**config.mk**
```make
export PLATFORM = sky130hd
export DESIGN_NAME = lvd_mode_ctrl
export DESIGN_NICKNAME = d
export VERILOG_FILES = /design/src/rtl/lvd_mode_ctrl.sv
export SDC_FILE = /design/constraint.sdc
export NUM_CORES = 1
export LEC_CHECK = 0
export ABC_AREA = 1
export BUFFER_PORTS_ARGS = -buffer_cell sky130_fd_sc_hd__buf_4
export CORE_AREA = 4 4 41 43
export DETAILED_ROUTE_END_ITERATION = 8
export DIE_AREA = 0 0 45 47
export GPL_TIMING_DRIVEN = 0
export PLACE_DENSITY = 0.45
export SETUP_SLACK_MARGIN = 0.5
export SLEW_MARGIN = 5
export SYNTH_ARGS = -nofsm -noshare
export SYNTH_HDL_FRONTEND = slang
export SYNTH_SLANG_ARGS = --single-unit
```
**constraint.sdc**
```tcl
create_clock -name clk -period 2.35 [get_ports clk]
set_input_delay 0.3525 -clock clk [delete_from_list [all_inputs] [get_ports clk]]
set_output_delay 0.3525 -clock clk [all_outputs]
set_load 0.02 [all_outputs]
```
**src/rtl/lvd_mode_ctrl.sv**
```systemverilog
module lvd_mode_ctrl (
  input  logic       clk,
  input  logic       rst_n,
  input  logic       cmp_valid,
  input  logic       above_det,
  input  logic       above_hi,
  input  logic       above_lo,
  input  logic [1:0] mode,
  input  logic       irq_clr,
  output logic       lvd_rst,
  output logic       lvd_irq
);
  localparam logic [1:0] M_RST = 2'b00;
  localparam logic [1:0] M_IRST = 2'b01;
  localparam logic [1:0] M_IRQ = 2'b10;
  localparam logic [1:0] M_OFF = 2'b11;

  logic rst_q, irq_q, seen_q, prev_det_q, prev_hi_q;
  logic rst_d, evt;

  always_comb begin
    rst_d = rst_q;
    unique case (mode)
      M_RST:  rst_d = ~above_det;
      M_IRST: if (!above_lo) rst_d = 1'b1;
              else if (above_hi) rst_d = 1'b0;
      M_IRQ:  if (above_det) rst_d = 1'b0;
      M_OFF:  rst_d = 1'b0;
    endcase
  end

  always_comb begin
    evt = 1'b0;
    if (cmp_valid && seen_q) begin
      if (mode == M_IRST) evt = prev_hi_q & ~above_hi;
      else if (mode == M_IRQ) evt = ~rst_q & (above_det ^ prev_det_q);
    end
  end

  always_ff @(posedge clk or negedge rst_n) begin
    if (!rst_n) begin
      rst_q      <= 1'b1;
      seen_q     <= 1'b0;
      prev_det_q <= 1'b0;
      prev_hi_q  <= 1'b0;
    end else if (cmp_valid) begin
      rst_q      <= rst_d;
      seen_q     <= 1'b1;
      prev_det_q <= above_det;
      prev_hi_q  <= above_hi;
    end
  end

  always_ff @(posedge clk or negedge rst_n) begin
    if (!rst_n) irq_q <= 1'b0;
    else if (mode == M_OFF) irq_q <= 1'b0;
    else irq_q <= evt | (irq_q & ~irq_clr);
  end

  assign lvd_rst = rst_q;
  assign lvd_irq = irq_q;

  assert_rst_follows_R2: assert property (@(posedge clk) disable iff (!rst_n)
    (cmp_valid && mode == M_RST) |=> (lvd_rst == !$past(above_det)));

  assert_low_trips_R3: assert property (@(posedge clk) disable iff (!rst_n)
    (cmp_valid && mode == M_IRST && !above_lo) |=> lvd_rst);

  assert_band_holds_R4: assert property (@(posedge clk) disable iff (!rst_n)
    (lvd_rst && cmp_valid && mode == M_IRST && above_lo && !above_hi) |=> lvd_rst);

  assert_no_reassert_R6: assert property (@(posedge clk) disable iff (!rst_n)
    (!lvd_rst && mode == M_IRQ) |=> !lvd_rst);

  assert_irq_sticky_R8: assert property (@(posedge clk) disable iff (!rst_n)
    (lvd_irq && !irq_clr && mode != M_OFF) |=> lvd_irq);

  assert_off_quiet_R9: assert property (@(posedge clk) disable iff (!rst_n)
    (mode == M_OFF) |=> !lvd_irq);

  assert_idle_hold_R10: assert property (@(posedge clk) disable iff (!rst_n)
    (!cmp_valid) |=> $stable(lvd_rst));
endmodule

```
==> impl_metrics.env, run 1 <==
export IMPL_worst_pin_slew_ns=0.1849
export IMPL_hold_buffers=1
export IMPL_p_leak_nw=0.2309
export IMPL_cts_resized=0
export IMPL_min_period_over_period_pct=53.89
export IMPL_start_util_pct=21.92
export IMPL_cts_htree_levels=1
export IMPL_syn_avg_cell_area_um2=6.792
export IMPL_overflow=0
export IMPL_synth_seq_area_share_pct=44.30
export IMPL_final_core_util_pct=31.92
export IMPL_core_area_um2=1301
export IMPL_cp_top_family="flip-flops"
export IMPL_first_iter_violations=4
export IMPL_insertion_delay_ns=0.24
export IMPL_relSlewSlack_pct=87.62
export IMPL_yosys_area_top_type="dfrtp_1"
export IMPL_hpwl_um=491.5
export IMPL_drc=0
export IMPL_cts_buffers=3
export IMPL_ir_worst_vdd_uv=265.8
export IMPL_antenna_cells=0
export IMPL_grt_usage_pct=7.132
export IMPL_place_congestion=0.6845
export IMPL_clkTransAtPathRegs_ns=0.05
export IMPL_first_pass_iters=4
export IMPL_power_density_nw_per_um2=575.9
export IMPL_synth_fp_nets=51
export IMPL_synth_seq_cells=5
export IMPL_final_area_um2=415.4
export IMPL_crit_type="flip-flop to output port"
export IMPL_slew_violations=0
export IMPL_crit_buf_inv=1
export IMPL_wl_per_cell_um=8.042
export IMPL_cts_setup_buffers=0
export IMPL_yosysUniqueCellTypes=13
export IMPL_cpPeakStageDelay_ns=0.54
export IMPL_tns_ns=0
export IMPL_grt_max_degree=6
export IMPL_dp_cells=67
export IMPL_grt_pass1_vias=256
export IMPL_final_antenna_net_count=0
export IMPL_skew_ns=0.006054
export IMPL_clock_sinks=5
export IMPL_period_needed_ns=1.266
export IMPL_cts_root_buf="clkbuf_4"
export IMPL_hold_violations=0
export IMPL_synth_area_um2=285.3
export IMPL_cp_cell_sequence="buf_4"
export IMPL_top_level_ports=11
export IMPL_synthTopCellsByArea="dfrtp_1 (35%), nand2_1 (21%), inv_1 (11%), dfstp_2 (9.2%), nand3_1 (5.3%)"
export IMPL_synthCells=42
export IMPL_rsz0062_at_grt="false"
export IMPL_startpoint_type="flip-flop"
export IMPL_setup_viol=0
export IMPL_synth_top_area_share_pct=35.09
export IMPL_holdWs_ns=0.3484
export IMPL_yosysWarningCount=0
export IMPL_clock_fmax_mhz=789.7
export IMPL_die_area_um2=2115
export IMPL_die_h_um=47
export IMPL_cts_tree="built"
export IMPL_cap_violations=0
export IMPL_path_max_fanout=3
export IMPL_cp_required_ns=2.00
export IMPL_rows=13
export IMPL_via_count=283
export IMPL_finalWorstSetupSlack_ns=1.084
export IMPL_antenna_found_initial=0
export IMPL_via_per_inst=3.931
export IMPL_die_w_um=45
export IMPL_dp_slack_ns=1.310
export IMPL_hold_class="input pin to flip-flop"
export IMPL_place_area_um2=379.1
export IMPL_layout_drive_gt1_share_pct=31.58
export IMPL_numPortBuffers=10
export IMPL_fin_nets=67
export IMPL_slowest_stage="dfstp_2"
export IMPL_syn_to_final_growth_pct=45.61
export IMPL_routed_wl_um=579
export IMPL_clk_path_buf_depth=2
export IMPL_total_power_mw=0.2392
export IMPL_end_kind="output port"
export IMPL_grt_pass1_wl_um=1028
export IMPL_outcome="complete, no violations"
export IMPL_final_cells=72
export IMPL_worstPathArrival_ns=0.91
kinds of logic (layout without fill, tap and decap cells):
family,after synthesis,in the layout,synth area share (%)
AND/OR/NAND/NOR,23,23,33.34
buffers and inverters,9,24,11.84
AO/OA/AOI/OAI,5,5,10.53
flip-flops,5,5,44.30
layout by cell type (no fill, tap or decap):
master / count
nand2_1: 16
buf_4: 10
inv_1: 8
dfrtp_1: 4
nand3_1: 3
clkbuf_4: 3
nor2_1: 2
o21ai_0: 2
inv_2: 1
nor2_2: 1
a21oi_2: 1
a31oi_1: 1
o21ai_1: 1
or2_2: 1
clkbuf_1: 1
dlygate4sd3_1: 1
dfstp_2: 1
synthesized netlist by cell type, drive strengths merged:
cell type  instances
or2                1
nand3              3
nor2               3
dfstp              1
dfrtp              4
a31oi              1
inv                9
o21ai              3
nand2             16
a21oi              1
sequential cells by signal, indices dropped and copies added (netlist names):
signal,flops
lvd_irq,1
lvd_rst,1
prev_det_q,1
prev_hi_q,1
seen_q,1
metal layers:
layer / up-vias / wire (µm) / track usage [%]
li1: 156 / - / -
met1: 116 / 277 / 8.716
met4: 0 / 6 / 7.018
met2: 9 / 237 / 9.887
met5: - / 0 / 0
met3: 2 / 57 / 1.916
power by group:
group,internal [mW],switching (mW)
Clock,0.0641,0.0335
Sequential,0.0938,0.00336
Combinational,0.0211,0.0233
area by class of cell:
type                       instances  area [µm²]
inverter                           9       33.78
clock buffer                       4       26.28
timing repair buffer              11       85.08
fill                             158       885.9
sequential                         5       126.4
tap                               15       18.77
multi-input combinational         28       125.1
final timing paths:
kind	depth (start not counted)	startpoint	slack (ns)	end
setup / recovery	1	lvd_rst	1.08	lvd_rst
hold / removal	3	above_det	0.35	prev_det_q
setup reg to reg	5	lvd_rst	1.46	lvd_irq
hold reg to reg	1	seen_q	0.46	seen_q
max in group asynchronous	2	rst_n	1.70	lvd_rst
min in group asynchronous	2	rst_n	0.45	lvd_irq
Note: power is estimated with default switching activity, not from simulation.
==> inputs of run 2 (changes only) <==
Settings changed: ABC_AREA 1 to 0, PLACE_DENSITY 0.45 to 0.44.
Clock period 2.35 ns to 1 ns, I/O delays scaled along.
==> run 2 against run 1 <==
  * The flow now finishes with violations (negative setup slack)
  * Routed wire length rose by 5.2%
  * Worst setup slack got worse by 1.1 ns
  * Critical path type unchanged
  * Total power rose to 2.5 times the previous value
  * Largest power group is now sequential cells
  * Synthesized area fell by 14%
  * Sequential power rose by 140%
  * Cell count fell by 26%
  * Global-route usage fell by 0.23 points
==> impl_metrics.env, run 2 <==
export IMPL_outcome="complete, but fails checks"
export IMPL_violations="negative setup slack"
export IMPL_die_h_um=47
export IMPL_antenna_cells=0
export IMPL_die_area_um2=2115
export IMPL_antenna_found_initial=0
export IMPL_wl_per_cell_um=11.49
export IMPL_synth_top_area_share_pct=40.61
export IMPL_rows=13
export IMPL_holdWs_ns=0.1127
export IMPL_ir_worst_vdd_uv=618.4
export IMPL_syn_to_final_growth_pct=66.50
export IMPL_cts_tree="built"
export IMPL_die_w_um=45
export IMPL_yosysUniqueCellTypes=14
export IMPL_grt_pass1_wl_um=1014
export IMPL_synthTopCellsByCount="dfrtp_1 (4), o21ai_0 (3), inv_1 (2), mux2_2 (2), nor2b_1 (2)"
export IMPL_cp_required_ns=0.85
export IMPL_power_density_nw_per_um2=1476
export IMPL_final_antenna_net_count=0
export IMPL_synthTopCellsByArea="dfrtp_1 (41%), dfstp_2 (11%), mux2_2 (9.1%), o21ai_0 (6.1%), a221oi_2 (6.1%)"
export IMPL_worstPathArrival_ns=0.89
export IMPL_cap_violations=0
export IMPL_rsz0062_at_grt="true"
export IMPL_total_power_mw=0.6058
export IMPL_p_leak_nw=0.1835
export IMPL_insertion_delay_ns=0.24
export IMPL_crit_type="flip-flop to output port"
export IMPL_final_cells=53
export IMPL_dp_cells=47
export IMPL_async_reset_ff_share_pct=100.0
export IMPL_cp_top_family="flip-flops"
export IMPL_finalWorstSetupSlack_ns=-0.03762
export IMPL_layout_common_cells="buf_4 (9), clkbuf_4 (3), dfrtp_1 (3)"
export IMPL_clock_fmax_mhz=963.7
export IMPL_mostFrequentLayoutCell="buf_4"
export IMPL_synth_edf_count=0
export IMPL_drc=0
export IMPL_grt_pass1_vias=252
export IMPL_syn_avg_cell_area_um2=11.20
export IMPL_start_util_pct=18.94
export IMPL_fin_nets=48
export IMPL_register_area_um2=127.6
export IMPL_worst_pin_slew_ns=0.1744
export IMPL_synthFlopType="dfrtp_1"
export IMPL_cp_cell_sequence="buf_6"
export IMPL_clkTransAtPathRegs_ns=0.05
export IMPL_slew_violations=0
export IMPL_overflow=0
export IMPL_hold_violations=0
export IMPL_grt_usage_pct=6.905
export IMPL_yosysMostFrequentCell="dfrtp_1"
export IMPL_synthCells=22
export IMPL_via_per_inst=4.226
export IMPL_synth_area_um2=246.5
export IMPL_synth_fp_nets=31
export IMPL_cts_htree_levels=1
export IMPL_first_iter_violations=2
export IMPL_cts_buffers=3
export IMPL_crit_buf_inv=1
export IMPL_routed_wl_um=609
export IMPL_top_level_ports=11
export IMPL_nFillCells=155
export IMPL_synth_seq_cells=5
export IMPL_period_needed_ns=1.038
export IMPL_tns_ns=-0.03762
export IMPL_via_count=224
export IMPL_multi_input_area_um2=130.1
export IMPL_cpPeakStageDelay_ns=0.54
export IMPL_min_period_over_period_pct=103.8
export IMPL_cts_root_buf="clkbuf_4"
export IMPL_hold_class="input pin to flip-flop"
export IMPL_place_congestion=0.6602
export IMPL_path_max_fanout=2
export IMPL_setup_viol=1
export IMPL_synth_seq_area_share_pct=51.27
export IMPL_slowest_stage="dfstp_2"
export IMPL_startpoint_type="flip-flop"
export IMPL_numPortBuffers=10
export IMPL_first_pass_iters=2
export IMPL_clock_sinks=5
export IMPL_core_area_um2=1301
export IMPL_skew_ns=0.002000
export IMPL_yosysWarningCount=0
export IMPL_relSlewSlack_pct=88.32
export IMPL_clk_path_buf_depth=2
export IMPL_layout_drive_gt1_share_pct=55.26
export IMPL_grt_max_degree=8
export IMPL_yosys_area_top_type="dfrtp_1"
export IMPL_end_kind="output port"
export IMPL_dp_slack_ns=0.03986
[run 2: path summary, 6_finish.rpt]
kind | startpoint | to | slack (ns) | cells past startpoint
worst max-delay path | lvd_rst | lvd_rst | -0.04 | 1
worst min-delay path | mode[0] | lvd_irq | 0.11 | 2
worst max register to register | lvd_rst | lvd_irq | 0.02 | 3
worst min register to register | seen_q | seen_q | 0.49 | 1
max in group asynchronous | rst_n | lvd_rst | 0.55 | 2
min in group asynchronous | rst_n | prev_hi_q | 0.25 | 2
[run 2: layout make-up]
type                            count  area share, %
Clock buffer                        4          6.402
Inverter                            2          1.829
Multi-Input combinational cell     15          31.71
Sequential cell                     5          31.10
Tap cell                           15          4.573
Timing Repair Buffer               12          24.39
[run 2: worst register-to-register path: cells and delay by family, from the launching register on]
family / cells / cell delay (ns)
AND/OR/NAND/NOR: 1 / 0.17
flip-flops: 1 / 0.37
AO/OA/AOI/OAI: 1 / 0.22
buffers and inverters: 1 / 0.13
[run 2: timing repair]
action | CTS | global route
hold buffers | 1 | 0
gates resized for setup | 3 | 0
cloned | 0 | 0
setup buffers | 1 | 0
hold endpoints to repair | 5 | 0
pin swaps | 1 | 0
endpoints found under the setup margin | 7 | 7
[run 2: per-layer routing]
layer / vias up / part of all wire [%] / track usage (%) / routed length (µm)
met4: 0 / 0 / 5.263 / 0
met5: - / 0 / 0 / 0
li1: 110 / - / - / -
met1: 110 / 39 / 7.373 / 238
met3: 0 / 4.8 / 1.533 / 29
met2: 4 / 56 / 11.86 / 341
[run 2: power by group]
part	internal, mW	switching (mW)
combinational	0.0796	0.0558
clock	0.151	0.0828
sequential	0.225	0.0117
total	0.455	0.150
[run 2: kinds of logic after synthesis]
group	Yosys count	share of synthesized area [%]
xor+xnor	1	3.554
buf+inv	2	3.047
flops	5	51.27
mux	2	9.136
compound gates	7	19.79
simple gates	5	13.20
[run 2: metrics by stage]
stage,util [%],area (µm²)
floorplan,-,261.5
finish,31.54,410.4
CTS,31.54,410.4
global route,31.54,410.4
detailed placement,27.31,355.3
global placement,27.31,355.3
